==> src/rtl/mac_pkg.sv <==
package mac_pkg;
  typedef enum logic [1:0] {
    KIND_MISS     = 2'd0,
    KIND_WRITE    = 2'd1,
    KIND_UNC_READ = 2'd2,
    KIND_RSVD     = 2'd3
  } alloc_kind_e;

  localparam int unsigned NUM_CAUSES = 3;
  localparam int unsigned CAUSE_MISS = 0;
  localparam int unsigned CAUSE_WB   = 1;
  localparam int unsigned CAUSE_TGT  = 2;
endpackage

==> src/rtl/mac_pool.sv <==
module mac_pool #(
  parameter int unsigned DEPTH = 4,
  parameter int unsigned AW    = 32,
  parameter int unsigned SW    = 8,
  parameter int unsigned OW    = 16,
  parameter int unsigned SLW   = 2,
  parameter bit          FREE_ON_SVC = 1'b0
) (
  input  logic           clk_i,
  input  logic           rst_ni,
  input  logic           alloc_i,
  input  logic [AW-1:0]  addr_i,
  input  logic [SW-1:0]  size_i,
  input  logic [OW-1:0]  order_i,
  output logic           accept_o,
  output logic [SLW-1:0] slot_o,
  input  logic           svc_i,
  input  logic [SLW-1:0] svc_slot_i,
  input  logic           rel_i,
  input  logic [SLW-1:0] rel_slot_i,
  input  logic [SLW-1:0] look_slot_i,
  output logic           look_valid_o,
  output logic           look_insvc_o,
  output logic [AW-1:0]  look_addr_o,
  output logic [SW-1:0]  look_size_o,
  output logic [OW-1:0]  look_order_o,
  output logic           full_o,
  output logic           set_o,
  output logic           clr_o
);
  localparam int unsigned CNTW = $clog2(DEPTH + 1);

  logic [DEPTH-1:0] valid_q, insvc_q, rel_vec, svc_vec, free_vec;
  logic [AW-1:0]    addr_q  [DEPTH];
  logic [SW-1:0]    size_q  [DEPTH];
  logic [OW-1:0]    order_q [DEPTH];
  logic [CNTW-1:0]  occ_q, occ_d, nfree;
  logic             free_found;
  logic [SLW-1:0]   free_idx;

  // lowest free slot
  always_comb begin
    free_found = 1'b0;
    free_idx   = '0;
    for (int i = DEPTH - 1; i >= 0; i--) begin
      if (!valid_q[i]) begin
        free_found = 1'b1;
        free_idx   = SLW'(i);
      end
    end
  end

  always_comb begin
    for (int i = 0; i < DEPTH; i++) begin
      rel_vec[i] = rel_i && (rel_slot_i == SLW'(i)) && valid_q[i];
      svc_vec[i] = svc_i && (svc_slot_i == SLW'(i)) && valid_q[i] && !insvc_q[i];
    end
  end

  generate
    if (FREE_ON_SVC) begin : g_svc_frees
      assign free_vec = rel_vec | svc_vec;
    end else begin : g_svc_keeps
      assign free_vec = rel_vec;
    end
  endgenerate

  assign nfree    = CNTW'($countones(free_vec));
  assign accept_o = alloc_i && free_found;
  assign slot_o   = free_idx;
  assign full_o   = (occ_q == CNTW'(DEPTH));
  assign occ_d    = occ_q + CNTW'(accept_o) - nfree;
  assign set_o    = accept_o && (occ_d == CNTW'(DEPTH));
  assign clr_o    = full_o && (occ_d != CNTW'(DEPTH));

  always_ff @(posedge clk_i or negedge rst_ni) begin
    if (!rst_ni) begin
      valid_q <= '0;
      insvc_q <= '0;
      occ_q   <= '0;
      for (int i = 0; i < DEPTH; i++) begin
        addr_q[i]  <= '0;
        size_q[i]  <= '0;
        order_q[i] <= '0;
      end
    end else begin
      occ_q <= occ_d;
      for (int i = 0; i < DEPTH; i++) begin
        if (free_vec[i]) begin
          valid_q[i] <= 1'b0;
          insvc_q[i] <= 1'b0;
        end else if (svc_vec[i]) begin
          insvc_q[i] <= 1'b1;
        end
        if (accept_o && (free_idx == SLW'(i))) begin
          valid_q[i] <= 1'b1;
          insvc_q[i] <= 1'b0;
          addr_q[i]  <= addr_i;
          size_q[i]  <= size_i;
          order_q[i] <= order_i;
        end
      end
    end
  end

  always_comb begin
    look_valid_o = 1'b0;
    look_insvc_o = 1'b0;
    look_addr_o  = '0;
    look_size_o  = '0;
    look_order_o = '0;
    for (int i = 0; i < DEPTH; i++) begin
      if (look_slot_i == SLW'(i)) begin
        look_valid_o = valid_q[i];
        look_insvc_o = insvc_q[i];
        look_addr_o  = addr_q[i];
        look_size_o  = size_q[i];
        look_order_o = order_q[i];
      end
    end
  end

  a_r5_occ_bounded: assert property (@(posedge clk_i) disable iff (!rst_ni)
    occ_q <= CNTW'(DEPTH));

  a_r5_reject_holds_occ: assert property (@(posedge clk_i) disable iff (!rst_ni)
    (alloc_i && !free_found) |=> (occ_q <= $past(occ_q)));

  a_r7_occ_tracks_valid: assert property (@(posedge clk_i) disable iff (!rst_ni)
    $countones(valid_q) == int'(occ_q));
endmodule

==> src/rtl/mac_block_ctrl.sv <==
module mac_block_ctrl #(
  parameter int unsigned NC = 3,
  parameter int unsigned CW = 16
) (
  input  logic           clk_i,
  input  logic           rst_ni,
  input  logic [NC-1:0]  set_i,
  input  logic [NC-1:0]  clr_i,
  output logic [NC-1:0]  mask_o,
  output logic           blocked_o,
  output logic [NC*CW-1:0] events_o,
  output logic [NC*CW-1:0] cycles_o
);
  localparam int unsigned CIW = (NC > 1) ? $clog2(NC) : 1;

  logic [NC-1:0]  mask_q, mask_d;
  logic [CW-1:0]  cyc_q, start_q;
  logic [CW-1:0]  ev_q [NC];
  logic [CW-1:0]  cy_q [NC];
  logic           rise, fall;
  logic [CIW-1:0] rise_c, fall_c;

  function automatic logic [CIW-1:0] lowest_bit(input logic [NC-1:0] v);
    lowest_bit = '0;
    for (int i = NC - 1; i >= 0; i--) begin
      if (v[i]) lowest_bit = CIW'(i);
    end
  endfunction

  assign mask_d = (mask_q | set_i) & ~clr_i;
  assign rise   = (mask_q == '0) && (mask_d != '0);
  assign fall   = (mask_q != '0) && (mask_d == '0);
  assign rise_c = lowest_bit(mask_d);
  assign fall_c = lowest_bit(mask_q & clr_i);

  always_ff @(posedge clk_i or negedge rst_ni) begin
    if (!rst_ni) begin
      mask_q  <= '0;
      cyc_q   <= '0;
      start_q <= '0;
      for (int i = 0; i < NC; i++) begin
        ev_q[i] <= '0;
        cy_q[i] <= '0;
      end
    end else begin
      mask_q <= mask_d;
      cyc_q  <= cyc_q + CW'(1);
      if (rise) start_q <= cyc_q;
      for (int i = 0; i < NC; i++) begin
        if (rise && (rise_c == CIW'(i))) ev_q[i] <= ev_q[i] + CW'(1);
        if (fall && (fall_c == CIW'(i))) cy_q[i] <= cy_q[i] + (cyc_q - start_q);
      end
    end
  end

  generate
    for (genvar g = 0; g < NC; g++) begin : g_pack
      assign events_o[g*CW +: CW] = ev_q[g];
      assign cycles_o[g*CW +: CW] = cy_q[g];
    end
  endgenerate

  assign mask_o    = mask_q;
  assign blocked_o = |mask_q;

  a_r8_events_hold_while_blocked: assert property (@(posedge clk_i) disable iff (!rst_ni)
    (mask_q != '0) |=> $stable(events_o));

  a_r9_cycles_hold_mid_episode: assert property (@(posedge clk_i) disable iff (!rst_ni)
    ((mask_q != '0) && (mask_d != '0)) |=> $stable(cycles_o));

  a_r8_rise_gives_block: assert property (@(posedge clk_i) disable iff (!rst_ni)
    ((mask_q == '0) && (set_i & ~clr_i) != '0) |=> blocked_o);
endmodule

==> src/rtl/mac_miss_limit.sv <==
module mac_miss_limit #(
  parameter int unsigned LIMIT = 0
) (
  input  logic clk_i,
  input  logic rst_ni,
  input  logic count_i,
  output logic done_o
);
  generate
    if (LIMIT == 0) begin : g_off
      assign done_o = 1'b0;
    end else begin : g_on
      localparam int unsigned LW = $clog2(LIMIT + 1);
      logic [LW-1:0] left_q;
      always_ff @(posedge clk_i or negedge rst_ni) begin
        if (!rst_ni) left_q <= LW'(LIMIT);
        else if (count_i && (left_q != '0)) left_q <= left_q - LW'(1);
      end
      assign done_o = (left_q == '0);
    end
  endgenerate

  a_r11_done_sticky: assert property (@(posedge clk_i) disable iff (!rst_ni)
    done_o |=> done_o);
endmodule

==> src/rtl/mac_alloc_ctrl.sv <==
module mac_alloc_ctrl
  import mac_pkg::*;
#(
  parameter int unsigned AW         = 32,
  parameter int unsigned SW         = 8,
  parameter int unsigned OW         = 16,
  parameter int unsigned CW         = 16,
  parameter int unsigned BLK_BYTES  = 64,
  parameter int unsigned MISS_DEPTH = 4,
  parameter int unsigned WB_DEPTH   = 4,
  parameter int unsigned MISS_LIMIT = 0,
  localparam int unsigned MAXD = (MISS_DEPTH > WB_DEPTH) ? MISS_DEPTH : WB_DEPTH,
  localparam int unsigned SLW  = (MAXD > 1) ? $clog2(MAXD) : 1
) (
  input  logic               clk_i,
  input  logic               rst_ni,
  input  logic               alloc_valid_i,
  input  logic [1:0]         alloc_kind_i,
  input  logic [AW-1:0]      alloc_addr_i,
  input  logic [SW-1:0]      alloc_size_i,
  input  logic               alloc_bus_i,
  input  logic               svc_valid_i,
  input  logic               svc_pool_i,
  input  logic [SLW-1:0]     svc_slot_i,
  input  logic               rel_valid_i,
  input  logic               rel_pool_i,
  input  logic [SLW-1:0]     rel_slot_i,
  input  logic               tgt_full_i,
  input  logic               look_pool_i,
  input  logic [SLW-1:0]     look_slot_i,
  output logic               look_valid_o,
  output logic               look_insvc_o,
  output logic [AW-1:0]      look_addr_o,
  output logic [SW-1:0]      look_size_o,
  output logic [OW-1:0]      look_order_o,
  output logic               rsp_ok_o,
  output logic               rsp_err_o,
  output logic               rsp_pool_o,
  output logic [SLW-1:0]     rsp_slot_o,
  output logic [AW-1:0]      rsp_addr_o,
  output logic [SW-1:0]      rsp_size_o,
  output logic [OW-1:0]      rsp_order_o,
  output logic               bus_req_o,
  output logic [1:0]         bus_cause_o,
  output logic               blocked_o,
  output logic [2:0]         blk_mask_o,
  output logic [3*CW-1:0]    blk_events_o,
  output logic [3*CW-1:0]    blk_cycles_o,
  output logic               miss_done_o
);
  alloc_kind_e kind;
  logic is_miss, is_unc, is_wr;
  logic [AW-1:0] eff_addr;
  logic [SW-1:0] eff_size;
  logic m_acc, w_acc, accepted;
  logic [SLW-1:0] m_slot, w_slot;
  logic m_full, w_full, m_set, w_set, m_clr, w_clr;
  logic m_lv, w_lv, m_li, w_li;
  logic [AW-1:0] m_la, w_la;
  logic [SW-1:0] m_ls, w_ls;
  logic [OW-1:0] m_lo, w_lo;
  logic [OW-1:0] order_q;
  logic [NUM_CAUSES-1:0] set_vec, clr_vec;

  assign kind    = alloc_kind_e'(alloc_kind_i);
  assign is_miss = alloc_valid_i && (kind == KIND_MISS);
  assign is_unc  = alloc_valid_i && (kind == KIND_UNC_READ);
  assign is_wr   = alloc_valid_i && (kind == KIND_WRITE);

  // cacheable misses are block aligned and block sized
  assign eff_addr = is_miss ? (alloc_addr_i & ~AW'(BLK_BYTES - 1)) : alloc_addr_i;
  assign eff_size = is_miss ? SW'(BLK_BYTES) : alloc_size_i;

  mac_pool #(.DEPTH(MISS_DEPTH), .AW(AW), .SW(SW), .OW(OW), .SLW(SLW), .FREE_ON_SVC(1'b0))
  u_miss_pool (
    .clk_i, .rst_ni,
    .alloc_i      (is_miss || is_unc),
    .addr_i       (eff_addr),
    .size_i       (eff_size),
    .order_i      (order_q),
    .accept_o     (m_acc),
    .slot_o       (m_slot),
    .svc_i        (svc_valid_i && !svc_pool_i),
    .svc_slot_i   (svc_slot_i),
    .rel_i        (rel_valid_i && !rel_pool_i),
    .rel_slot_i   (rel_slot_i),
    .look_slot_i  (look_slot_i),
    .look_valid_o (m_lv),
    .look_insvc_o (m_li),
    .look_addr_o  (m_la),
    .look_size_o  (m_ls),
    .look_order_o (m_lo),
    .full_o       (m_full),
    .set_o        (m_set),
    .clr_o        (m_clr)
  );

  mac_pool #(.DEPTH(WB_DEPTH), .AW(AW), .SW(SW), .OW(OW), .SLW(SLW), .FREE_ON_SVC(1'b1))
  u_wb_pool (
    .clk_i, .rst_ni,
    .alloc_i      (is_wr),
    .addr_i       (eff_addr),
    .size_i       (eff_size),
    .order_i      (order_q),
    .accept_o     (w_acc),
    .slot_o       (w_slot),
    .svc_i        (svc_valid_i && svc_pool_i),
    .svc_slot_i   (svc_slot_i),
    .rel_i        (rel_valid_i && rel_pool_i),
    .rel_slot_i   (rel_slot_i),
    .look_slot_i  (look_slot_i),
    .look_valid_o (w_lv),
    .look_insvc_o (w_li),
    .look_addr_o  (w_la),
    .look_size_o  (w_ls),
    .look_order_o (w_lo),
    .full_o       (w_full),
    .set_o        (w_set),
    .clr_o        (w_clr)
  );

  assign accepted = m_acc || w_acc;

  assign set_vec = {tgt_full_i, w_set, m_set};
  assign clr_vec = {!tgt_full_i, w_clr, m_clr};

  mac_block_ctrl #(.NC(NUM_CAUSES), .CW(CW)) u_block (
    .clk_i, .rst_ni,
    .set_i     (set_vec),
    .clr_i     (clr_vec),
    .mask_o    (blk_mask_o),
    .blocked_o (blocked_o),
    .events_o  (blk_events_o),
    .cycles_o  (blk_cycles_o)
  );

  mac_miss_limit #(.LIMIT(MISS_LIMIT)) u_limit (
    .clk_i, .rst_ni,
    .count_i (m_acc),
    .done_o  (miss_done_o)
  );

  always_ff @(posedge clk_i or negedge rst_ni) begin
    if (!rst_ni) begin
      order_q     <= '0;
      rsp_ok_o    <= 1'b0;
      rsp_err_o   <= 1'b0;
      rsp_pool_o  <= 1'b0;
      rsp_slot_o  <= '0;
      rsp_addr_o  <= '0;
      rsp_size_o  <= '0;
      rsp_order_o <= '0;
      bus_req_o   <= 1'b0;
      bus_cause_o <= '0;
    end else begin
      rsp_ok_o  <= accepted;
      rsp_err_o <= alloc_valid_i && !accepted;
      bus_req_o <= accepted && alloc_bus_i;
      if (accepted) begin
        order_q     <= order_q + OW'(1);
        rsp_pool_o  <= w_acc;
        rsp_slot_o  <= w_acc ? w_slot : m_slot;
        rsp_addr_o  <= eff_addr;
        rsp_size_o  <= eff_size;
        rsp_order_o <= order_q;
        bus_cause_o <= {1'b0, w_acc};
      end
    end
  end

  assign look_valid_o = look_pool_i ? w_lv : m_lv;
  assign look_insvc_o = look_pool_i ? w_li : m_li;
  assign look_addr_o  = look_pool_i ? w_la : m_la;
  assign look_size_o  = look_pool_i ? w_ls : m_ls;
  assign look_order_o = look_pool_i ? w_lo : m_lo;

  a_r5_ok_err_exclusive: assert property (@(posedge clk_i) disable iff (!rst_ni)
    !(rsp_ok_o && rsp_err_o));

  a_r10_bus_needs_accept: assert property (@(posedge clk_i) disable iff (!rst_ni)
    bus_req_o |-> rsp_ok_o);

  a_r5_full_write_rejected: assert property (@(posedge clk_i) disable iff (!rst_ni)
    (is_wr && w_full) |=> rsp_err_o);

  a_r12_tgt_sets_bit: assert property (@(posedge clk_i) disable iff (!rst_ni)
    tgt_full_i |=> blk_mask_o[2]);
endmodule

==> config.mk <==
export PLATFORM = sky130hd
export DESIGN_NAME = mac_alloc_ctrl
export DESIGN_NICKNAME = d
export VERILOG_FILES = /design/src/rtl/mac_pkg.sv /design/src/rtl/mac_pool.sv /design/src/rtl/mac_block_ctrl.sv /design/src/rtl/mac_miss_limit.sv /design/src/rtl/mac_alloc_ctrl.sv
export SDC_FILE = /design/constraint.sdc
export NUM_CORES = 1
export LEC_CHECK = 0
export BUFFER_PORTS_ARGS = -buffer_cell sky130_fd_sc_hd__buf_2
export CAP_MARGIN = 10
export CELL_PAD_IN_SITES_DETAIL_PLACEMENT = 0
export CELL_PAD_IN_SITES_GLOBAL_PLACEMENT = 2
export CORE_ASPECT_RATIO = 2
export CORE_MARGIN = 1.5
export CORE_UTILIZATION = 35
export CTS_CLUSTER_SIZE = 25
export DETAILED_ROUTE_END_ITERATION = 16
export PLACE_DENSITY_LB_ADDON = 0.1
export SLEW_MARGIN = 20
export SYNTH_ARGS = -nofsm -noshare
export SYNTH_HDL_FRONTEND = slang
export SYNTH_SLANG_ARGS = --single-unit
export TNS_END_PERCENT = 30
==> constraint.sdc <==
create_clock -name clk_i -period 3.95 [get_ports clk_i]
set_input_delay 0.79 -clock clk_i [delete_from_list [all_inputs] [get_ports clk_i]]
set_output_delay 0.79 -clock clk_i [all_outputs]
set_load 0.02 [all_outputs]
* Word level (Yosys, flattened, before mapping)
Index checks and enable logic that the tools add are counted.
W data, S select, Z words.
** Word-level totals
- RAM bits :: 0
- Memories kept :: 0
- Flip-flop bits (word level) :: 679
- Bits in latches :: 0
- ROM bits :: 0
- Bits of input ports :: 58
** Cells by class
- Divide/modulo/power cells :: 0
- Eq/ne operators :: 27
- Bitwise logic cells :: 5
- Reductions and logical operators :: 114
- $mul :: 0
- Mux-type cells :: 110
- Shifts and indexed selects :: 0
- Add/sub/neg operators :: 19
- Magnitude comparators :: 0
** Operators with widths (count)
- $mux W32 :: 9
- $mux W16 :: 9
- $add A16 B1 Y16 const B :: 5
- $mux W8 :: 10
- $logic_and A1 B1 Y1 :: 71
- $mux W1 :: 66
- $add A16 B16 Y16 :: 3
- $mux W2 :: 15
- $reduce_bool A3 Y1 :: 10
- $eq A2 B2 Y1 const B :: 13
- $eq A2 B1 Y1 const B :: 8
- $logic_not A2 Y1 :: 8
- $reduce_bool A2 Y1 :: 8
- $sub A16 B16 Y16 :: 1
- $eq A3 B3 Y1 const B :: 4
- $logic_not A1 Y1 :: 12
- $add A1 B1 Y2 :: 4
- $add A3 B1 Y3 :: 2
- $add A3 B3 Y3 :: 2
- $and A3 B3 Y3 :: 2
- $logic_not A3 Y1 :: 2
- $mux W6 :: 1
- $ne A3 B3 Y1 const B :: 2
- $sub A3 B3 Y3 :: 2
- other kinds (5) :: 6

* Logic depth before layout (Yosys ltp)
Gate-level depths: netlist (run 1).
- Word-level depth :: 17
- Depth in mapped cells :: 19
- Depth with buffers taken out :: 19

* By module
A second synthesis (run 1) with hierarchy kept.
** Second synthesis, totals
- Cells, all modules :: 2400
- Area total of the unflattened synthesis :: 32412.3 µm²
** By module, submodules not included
- mac_pool (u_wb_pool) :: area an instance 10312.4 µm², seq. area each 5880.6 µm², times used 1, cells each 611
- mac_pool (u_miss_pool) :: area an instance 10309.9 µm², seq. area each 5880.6 µm², times used 1, cells each 609
- mac_block_ctrl :: area an instance 7867.5 µm², seq. area each 3278.1 µm², times used 1, cells each 802
- mac_alloc_ctrl :: area an instance 3911.3 µm², seq. area each 1951.9 µm², times used 1, cells each 376
- mac_miss_limit :: area an instance 11.3 µm², seq. area each 0.0 µm², times used 1, cells each 2

* Worst setup path before layout (run 1)
OpenSTA, ideal clock, no wires.
- Path type :: input to register
- From :: input rel_slot_i[0]
- To :: register u_block.cy_q, in the netlist u_block.cycles_o[10]
- Setup slack :: -700 ps
- Stages on the path :: 15
- Arrival time :: 4525 ps
- Setup time :: 125 ps
- Cells stage by stage :: nand2b_1 nor4b_1 ha_1 fa_1 inv_1 fa_1 ha_1 xor2_1 xnor2_2 o311ai_1 a21o_4 or3_4 a21oi_4 buf_8 mux2_4
** On the way
- Elaborated cells between the ends (all ways) :: 47
- Classes of those cells :: 8 x add/sub; 7 x eq/ne; 2 x mux; 5 x bitwise; 25 x reduce/logical
** RTL lines
- from (decl) :: line mac_alloc_ctrl.sv:27 : input logic [SLW-1:0] rel_slot_i,
- $eq A2 B1 Y1 (tied with other cells) :: line mac_pool.sv:55 : rel_vec[i] = rel_i && (rel_slot_i == SLW'(i)) && valid_q[i];
- $logic_and A1 B1 Y1 (2 in series) :: line mac_pool.sv:55
- $add A1 B1 Y2 (implied by the code) :: line mac_pool.sv:68 : assign nfree = CNTW'($countones(free_vec));
- $add A3 B3 Y3 (implied by the code) (*) :: line mac_pool.sv:68
- $sub A3 B3 Y3 (*) :: line mac_pool.sv:72 : assign occ_d = occ_q + CNTW'(accept_o) - nfree;
- $eq A3 B3 Y1 or $ne A3 B3 Y1 (tied branches) :: line mac_pool.sv:73, mac_pool.sv:74
- $logic_and A1 B1 Y1, on equally long branches :: line mac_pool.sv:73, mac_pool.sv:74
- $or A3 B3 Y3 or $not A3 Y3 (tied branches) :: line mac_block_ctrl.sv:30 : assign mask_d = (mask_q | set_i) & ~clr_i;
- $and A3 B3 Y3 (*) :: line mac_block_ctrl.sv:30
- net u_block.mask_d[0] :: line mac_block_ctrl.sv:16 : logic [NC-1:0] mask_q, mask_d;
- $logic_not A3 Y1 (*) :: line mac_block_ctrl.sv:32 : assign fall = (mask_q != '0) && (mask_d == '0);
- $logic_and A1 B1 Y1 (*) :: line mac_block_ctrl.sv:32
- $logic_and A1 B1 Y1 (*) :: line mac_block_ctrl.sv:51 : if (fall && (fall_c == CIW'(i))) cy_q[i] <= cy_q[i] + (cyc_q - start_q);
- to (signal, indexed assignment) :: line mac_block_ctrl.sv:51
- to (decl) :: line mac_block_ctrl.sv:19 : logic [CW-1:0] cy_q [NC];
The timed path passes the listed nets; every way through them passes the cells marked *.
A chain may end at the register's enable or synchronous reset.

* Final worst setup path (run 1)
- From :: input rel_pool_i
- To :: register u_block.cy_q, in the netlist u_block.cycles_o[14]
** On the way
- Cells in the longest elaborated chain, start to end :: 14
- Elaborated cells between the ends (all ways) :: 46
- Classes of those cells :: 8 x add/sub; 4 x eq/ne; 2 x mux; 5 x bitwise; 27 x reduce/logical
** Ends and longest elaborated chain
- from (decl) :: line mac_alloc_ctrl.sv:26 : input logic rel_pool_i,
- $logic_not A1 Y1 (*) :: line mac_alloc_ctrl.sv:85 : .rel_i (rel_valid_i && !rel_pool_i),
- $logic_and A1 B1 Y1 (*) :: line mac_alloc_ctrl.sv:85
- $logic_and A1 B1 Y1 (2 in series) :: line mac_pool.sv:55
- $add A1 B1 Y2 (implied by the code) :: line mac_pool.sv:68
- $add A3 B3 Y3 (implied by the code) (*) :: line mac_pool.sv:68
- $sub A3 B3 Y3 (*) :: line mac_pool.sv:72
- $eq A3 B3 Y1 or $ne A3 B3 Y1 (tied branches) :: line mac_pool.sv:73, mac_pool.sv:74
- $logic_and A1 B1 Y1, on equally long branches :: line mac_pool.sv:73, mac_pool.sv:74
- $or A3 B3 Y3 or $not A3 Y3 (tied branches) :: line mac_block_ctrl.sv:30
- $and A3 B3 Y3 (*) :: line mac_block_ctrl.sv:30
- net u_block.mask_d[0] :: line mac_block_ctrl.sv:16
- $logic_not A3 Y1 (*) :: line mac_block_ctrl.sv:32
- $logic_and A1 B1 Y1 (*) :: line mac_block_ctrl.sv:32
- $logic_and A1 B1 Y1 (*) :: line mac_block_ctrl.sv:51
Marked as above.

==> results of run 1 <==
layout make-up:
type / instances / share of cell area (%)
Clock buffer: 103 / 5.24
Clock inverter: 20 / 0.699
Inverter: 51 / 0.504
Multi-Input combinational cell: 2247 / 38.0
Sequential cell: 679 / 43.6
Tap cell: 1192 / 3.82
Timing Repair Buffer: 466 / 8.20
metrics by stage:
stage | TNS (ns) | std cells | area, µm²
after floorplan | -21.94 | 3175 | 32300
after detailed placement | -74.44 | 4611 | 36000
after CTS | -2.52 | 4750 | 38700
after global placement | -72.98 | 4611 | 36000
final | -0.723 | 4758 | 39000
after global routing | -6.59 | 4758 | 39000
logic make-up after synthesis:
logic type | count (synthesis)
buf+inv | 251
mux | 252
fa+ha+maj | 83
flops | 679
simple gates | 1454
xor+xnor | 134
compound gates | 320
other cells | 1
how the worst max path moves through the flow:
stage	start	end	cells past startpoint
after floorplan	svc_valid_i	u_block.cycles_o[10]	16
after global placement	svc_valid_i	u_block.events_o[45]	18
after detailed placement	svc_valid_i	u_block.events_o[41]	18
after CTS	u_miss_pool.valid_q[2]	u_block.cycles_o[14]	17
after global routing	u_miss_pool.valid_q[2]	u_block.cycles_o[12]	17
final	rel_pool_i	u_block.cycles_o[14]	18
report_power, final:
part	switching [µW]	internal, µW
logic	5380	4480
clock network	2900	3930
registers	1380	9080
placed cells by master, fill, tap and decap left out, drive strengths merged, types with 18 or more instances in the layout:
cell    synthesis  final
clkbuf        168    104
o21ai         187    187
nand2        1235   1237
nand3          32     32
nor2           71     71
buf            32    465
a21oi          54     54
a21o           27     27
inv            51     55
dfrtp         679    679
mux4          116    116
xnor2          92     92
and3           18     18
nand4          29     29
ha             75     75
mux2          135    135
xor2           42     42
layer usage:
layer | up-vias | GRT usage [%]
met5 | - | 0
met4 | 2 | 4.85
met3 | 87 | 3.41
met2 | 544 | 32.2
met1 | 11600 | 30.3
li1 | 11200 | -
registers in the layout, indices dropped and copies added, names as in the netlist, 8 cells and up:
signal and flops:
rsp_addr_o 32, u_block.events_o 48, u_block.start_q 16, u_wb_pool.size_q 32
u_miss_pool.size_q 32, rsp_order_o 16, u_block.cyc_q 16, u_wb_pool.order_q 64
u_miss_pool.addr_q 128, u_miss_pool.order_q 64, order_q 16, rsp_size_o 8
u_block.cycles_o 48, u_wb_pool.addr_q 128
repair_timing:
item,4_1_cts,5_1_grt
gates resized for setup,59,45
setup endpoints to repair,75,81
pin swaps,25,17
hold buffers,0,0
gates cloned,0,2
setup buffers,16,6
synth_stat cells (4+ instances only):
library cell / n
xnor2_1: 91
mux2_4: 4
and3_1: 17
buf_1: 13
a21o_1: 26
a31oi_1: 7
a21oi_1: 52
mux2_2: 131
dfrtp_1: 679
a211oi_1: 8
and2_1: 7
nor3_1: 12
o31ai_1: 8
inv_1: 50
o21ai_1: 10
nand2_1: 1232
nand4_1: 29
and4_1: 6
buf_2: 11
fa_1: 8
clkbuf_1: 167
xor2_1: 42
mux4_2: 116
buf_4: 6
nor2b_1: 7
ha_1: 75
or2_2: 6
nor2_1: 71
o21ai_0: 175
or3_1: 5
nand2b_1: 12
o21a_1: 6
o21bai_1: 6
nand3_1: 32
==> run_results.csv, run 1 <==
group,metric,value,unit
finish,fill_cells,8920,
timing,relSlewSlack,12.7,%
timing,period_share,102,%
synth,synth_top_cell_by_area,"dfrtp_1",
cts,cts_inserted_buffers,67,
worst_setup_path,crit_path_max_incr_delay,0.41,ns
cts,clk_pin_slew,0.06,ns
synth,synth_top_family_by_area,"simple AND/OR/NAND/NOR gates",
power,peakVddDrop,0.381,mV
worst_setup_path,r2r-start,"u_miss_pool.valid_q[2]",
synth,async_flop_share,100,%
synth,synthXorXnorAreaFrac,3.68,%
synth,synth_area,0.0321,mm²
synth,synth_seq_area_share,52.9,%
grt,first_global_vias,24300,
timing,final_max_slew_viol_count,0,
timing,hold_viol,0,
timing,whs,0.0908,ns
grt,grt_first_pass_wirelength,149000,µm
routing,wirelength,95100,µm
grt,antenna_found_initial,3,
timing,rsz0062_at_grt,"yes",
place,pre_cts_ws,-0.889,ns
routing,drt_iter0_markers,1354,
synth,yosys_most_used_dff,"dfrtp_1",
routing,wl_per_cell,20.0,µm
synth,synthTopCellsByArea,"dfrtp_1, nand2_1, mux4_2",
place,dp.final_hpwl,58300,µm
floorplanning,io_pins,281,
grt,grt_max_degree,115,
finish,drive_above_1_share,26.4,%
finish,multi_input_area,0.0148,mm²
run_status,outcome,"complete, but fails checks",
floorplanning,rows,157,
timing,fmax,248,MHz
synth,yosys_warnings,0,
timing,period_needed,4.03,ns
worst_setup_path,cp-start-kind,"input port",
worst_setup_path,r2r_end,"u_block.cycles_o[14]",
synth,synth-edff-count,0,
routing,dr.pass1.iters,7,
cts,clk_latency,0.64,ns
synth,synth_adder_area_share,3.42,%
synth,synth_seq_cells,679,
worst_setup_path,crit_family,"adder cells",
timing,finalSetupViolCount,15,
worst_setup_path,path_buf_inv,6,
worst_setup_path,cp.required,4.46,ns
floorplanning,die_y,431,µm
power,p_per_area,696,mW/mm²
flow_run,max_cap_violations,0,
routing,num_vias,23500,
worst_setup_path,cp_cell_sequence,"buf_2 -> buf_4 -> nor4b_4 -> ha_1 -> fa_2 -> inv_2 -> fa_1 -> ha_2 -> xor2_2 -> xnor2_2 -> buf_4 -> nor4_2 -> a21o_4 -> or3_4 -> a21oi_4 -> buf_12 -> buf_12 -> mux2_4",
timing,finClkSkew,0.0190,ns
worst_hold_path,hold_path_class,"in -> async",
finish,antenna_cells,0,
finish,regArea,0.0170,mm²
routing,met2WireLength,43100,µm
power,power,27100,µW
cts,htreeDepth,3,
worst_setup_path,cp_data_arrival_time,4.54,ns
synth,synth_compound_area_share,5.78,%
timing,setup_slack,-0.0757,ns
synth,yosys.area_share.simple,18.2,%
cts,cts_tree,"yes",
floorplanning,die_x,217,µm
routing,detail-route-antenna-nets,0,
run_status,failed_checks,"negative setup slack",
routing,drc_errors,0,
cts,cts-root-buf,"clkbuf_16",
grt,track_usage,20.7,%
place,gp_congestion,0.780,
synth,synth.distinct_cells,72,
grt,grt_overflow,0,
routing,wl_met1,45800,µm
finish,fin_util,42.8,%
worst_setup_path,cp_max_fo,7,
timing,tightest_slew,1.30,ns
routing,highest_layer,"met5",
synth,syn_inst,3174,
floorplanning,die_area,0.0937,mm²
worst_setup_path,crit_path_end_kind,"flip-flop",
finish,syn_to_final_growth,21.4,%
routing,dr_wl_met3,4750,µm
worst_setup_path,worstSetupPathType,"in -> reg",
floorplanning,fp.coreArea,0.0911,mm²
cts,clock-sinks,679,
power,leakage,0.0197,µW
place,io_buffers,278,
synth,synth_mux_area_share,12.9,%
worst_setup_path,r2r_slack,-0.06,ns
cts,cts_buffer_depth,3,
worst_setup_path,cpMaxStageDelayCell,"fa_1",
finish,nets,3653,
synth,syn_area_per_cell,10.1,µm²
routing,vias_per_cell,4.93,
worst_setup_path,r2r_cells,17,
synth,synth_top_area_share,52.9,%
floorplanning,start_util,35.2,%
Note: power is estimated with default switching activity, not from simulation.
==> run 2: changes to the inputs <==
--- a/config.mk
+++ b/config.mk
@@ -5,13 +5,14 @@
 export SDC_FILE = /design/constraint.sdc
 export NUM_CORES = 1
 export LEC_CHECK = 0
+export ABC_AREA = 1
 export BUFFER_PORTS_ARGS = -buffer_cell sky130_fd_sc_hd__buf_2
 export CAP_MARGIN = 10
 export CELL_PAD_IN_SITES_DETAIL_PLACEMENT = 0
 export CELL_PAD_IN_SITES_GLOBAL_PLACEMENT = 2
 export CORE_ASPECT_RATIO = 2
 export CORE_MARGIN = 1.5
-export CORE_UTILIZATION = 35
+export CORE_UTILIZATION = 33
 export CTS_CLUSTER_SIZE = 25
 export DETAILED_ROUTE_END_ITERATION = 16
 export PLACE_DENSITY_LB_ADDON = 0.1
==> run_results.csv, run 2 <==
group,metric,value,unit
synth,syn_area_per_cell,8.44,µm²
cts,clk_latency,0.65,ns
floorplanning,rows,163,
synth,yosys_most_used_dff,"dfrtp_1",
timing,fmax,270,MHz
grt,grt_overflow,0,
routing,dr.pass1.iters,5,
finish,nets,4348,
worst_setup_path,crit_path_start,"u_wb_pool.insvc_q[3]",
power,leakage,0.0195,µW
power,peakVddDrop,0.399,mV
power,power_frac_seq,35.9,%
worst_setup_path,cp.required,4.49,ns
routing,detail-route-antenna-nets,0,
cts,cts-root-buf,"clkbuf_16",
power,p_switching,13100,µW
worst_setup_path,worstSetupPathType,"reg -> reg",
synth,synth_area,0.0328,mm²
worst_setup_path,cp_max_fo,8,
routing,wl_per_cell,20.7,µm
place,dp.final_hpwl,77600,µm
grt,antenna_found_initial,3,
worst_setup_path,cp_data_arrival_time,4.25,ns
synth,synth.distinct_cells,52,
synth,async_flop_share,100,%
finish,syn_to_final_growth,19.1,%
synth,synth_top_area_share,51.9,%
timing,hold_viol,0,
place,gp_congestion,0.835,
finish,fin_util,39.6,%
synth,synth_seq_cells,679,
synth,ys_top_cells_by_count,"nand2_1, dfrtp_1, o21ai_0",
synth,syn_inst,3882,
finish,final_common_cell,"nand2_1",
synth,synthTopCellsByArea,"dfrtp_1, nand2_1, o21ai_0",
power,p_per_area,815,mW/mm²
cts,cts_inserted_buffers,70,
power,switching_share,41.2,%
timing,finalSetupViolCount,0,
timing,tightest_slew,1.03,ns
flow_run,max_cap_violations,0,
cts,clk_pin_slew,0.06,ns
power,pwr-share-clk,21.9,%
cts,htreeDepth,3,
power,p_int,18700,µW
floorplanning,die_y,449,µm
grt,grt_first_pass_wirelength,176000,µm
routing,wirelength,116000,µm
routing,drt_iter0_markers,1521,
floorplanning,io_pins,281,
timing,final_max_slew_viol_count,0,
synth,synth_seq_area_share,51.9,%
finish,drive_above_1_share,14.9,%
timing,tns,0,ns
power,power,31800,µW
floorplanning,die_area,0.101,mm²
worst_setup_path,cp-start-kind,"flip-flop",
worst_hold_path,hold_path_class,"in -> async",
worst_setup_path,r2r-start,"u_wb_pool.insvc_q[3]",
cts,cts_buffer_depth,3,
worst_setup_path,crit_path_end_kind,"flip-flop",
finish,final_cell_mix,"nand2_1, dfrtp_1, o21ai_0",
synth,synth_top_cell_by_area,"dfrtp_1",
timing,period_needed,3.71,ns
grt,grt_max_degree,96,
run_status,outcome,"complete, no violations",
cts,cts_tree,"yes",
timing,rsz0062_at_grt,"yes",
routing,vias_per_cell,4.92,
cts,clock-sinks,679,
floorplanning,start_util,33.2,%
timing,period_share,93.8,%
grt,track_usage,23.1,%
timing,relSlewSlack,31.1,%
routing,num_vias,27500,
floorplanning,die_x,226,µm
timing,finClkSkew,0.0142,ns
synth,post-synth-top-count-cell,"nand2_1",
finish,reg_top3,"u_miss_pool.addr_q x128, u_wb_pool.addr_q x128",
power,p_comb_share,42.1,%
synth,synth-edff-count,0,
routing,drc_errors,0,
grt,first_global_vias,28600,
place,io_buffers,278,
synth,yosys_warnings,0,
floorplanning,fp.coreArea,0.0985,mm²
-- run 2: changes by cell type after synthesis, sizes merged, moves of 64 or more --
cell / previous run / this run
o21ai: 187 / 545
inv: 51 / 304
nand3: 32 / 192
mux2: 135 / 0
mux4: 116 / 0
nor2: 71 / 144
a221oi: 1 / 65
-- run 2: per-layer routing --
metal	track usage (%)	share of wire (%)
met5	0	0.011
met4	7.68	3.0
met3	3.90	4.3
met2	43.5	54
met1	25.7	39
-- run 2: layout make-up --
type,instances,area (µm²)
Multi-Input combinational cell,2699,13900
Antenna cell,1,2.50
Tap cell,1320,1650
Clock inverter,25,256
Fill cell,10300,59500
Timing Repair Buffer,450,2990
Inverter,307,1170
Clock buffer,100,2090
Sequential cell,679,17000
-- run 2: cell families after synthesis --
logic type | after synthesis | synth area share, %
xor gates and xnor gates | 120 | 3.21
buffers and inverters | 506 | 6.21
adders and majority gates | 83 | 3.35
and+or+nand+nor | 1657 | 20.9
muxes | 3 | 0.0917
other | 1 | 0.0114
DFF | 679 | 51.9
AOI/OAI and AO/OA | 833 | 14.4
-- run 2: worst max-delay path, cell delays in order (launching register included) --
cell and delay (ns):
dfrtp_1 0.42, nor3_2 0.21, a31oi_1 0.08, nor2_1 0.15, ha_1 0.26, fa_1 0.39
fa_1 0.51, inv_1 0.04, ha_1 0.20, xor2_1 0.14, nand2_1 0.07, nand2_2 0.06
nand2_1 0.08, nand2_1 0.08, nand2_4 0.11, nand3_4 0.15, nor2_8 0.16, buf_12 0.17
nand2_4 0.14, nand2_1 0.09, nand2_1 0.05
-- run 2: worst paths after layout --
check	slack (ns)	endpoint	cells after the start
worst max-delay path	0.24	u_block.cycles_o[39]	20
min in group clk_i	0.31	u_block.mask_o[2]	1
worst min register to register	0.47	u_wb_pool.addr_q[1]	2
max in group asynchronous	2.76	u_block.events_o[27]	2
worst min-delay path	0.15	u_block.cycles_o[44]	1
worst max register to register	0.24	u_block.cycles_o[39]	20
-- run 2: per-stage QoR --
stage / area [µm²] / std cells / hold slack (ns) / setup slack, ns
final: 39000 / 5581 / 0.147 / 0.245
after CTS: 38900 / 5576 / 0.127 / 0.101
after global routing: 39000 / 5581 / 0.166 / -0.0392
after global placement: 36500 / 5451 / 0.448 / -0.419
after detailed placement: 36500 / 5451 / 0.457 / -0.429
after floorplan: 32800 / 3883 / 0.437 / 0.0462
-- run 2: timing repair --
action                     CTS  global route
gates resized for setup      0             8
setup endpoints to repair    0            70
hold buffers                 0             0
buffers inserted             0             3
hold endpoints to repair     0             0
-- run 2: power by group through the flow --
stage | combinational, µW | clock [µW] | sequential (µW)
2_1_floorplan | 7890 | 0 | 11700
3_5_place_dp | 13500 | 0 | 11500
3_3_place_gp | 13500 | 0 | 11500
5_1_grt | 15100 | 7470 | 11800
4_1_cts | 13600 | 7230 | 11400
6_report | 13400 | 6970 | 11400
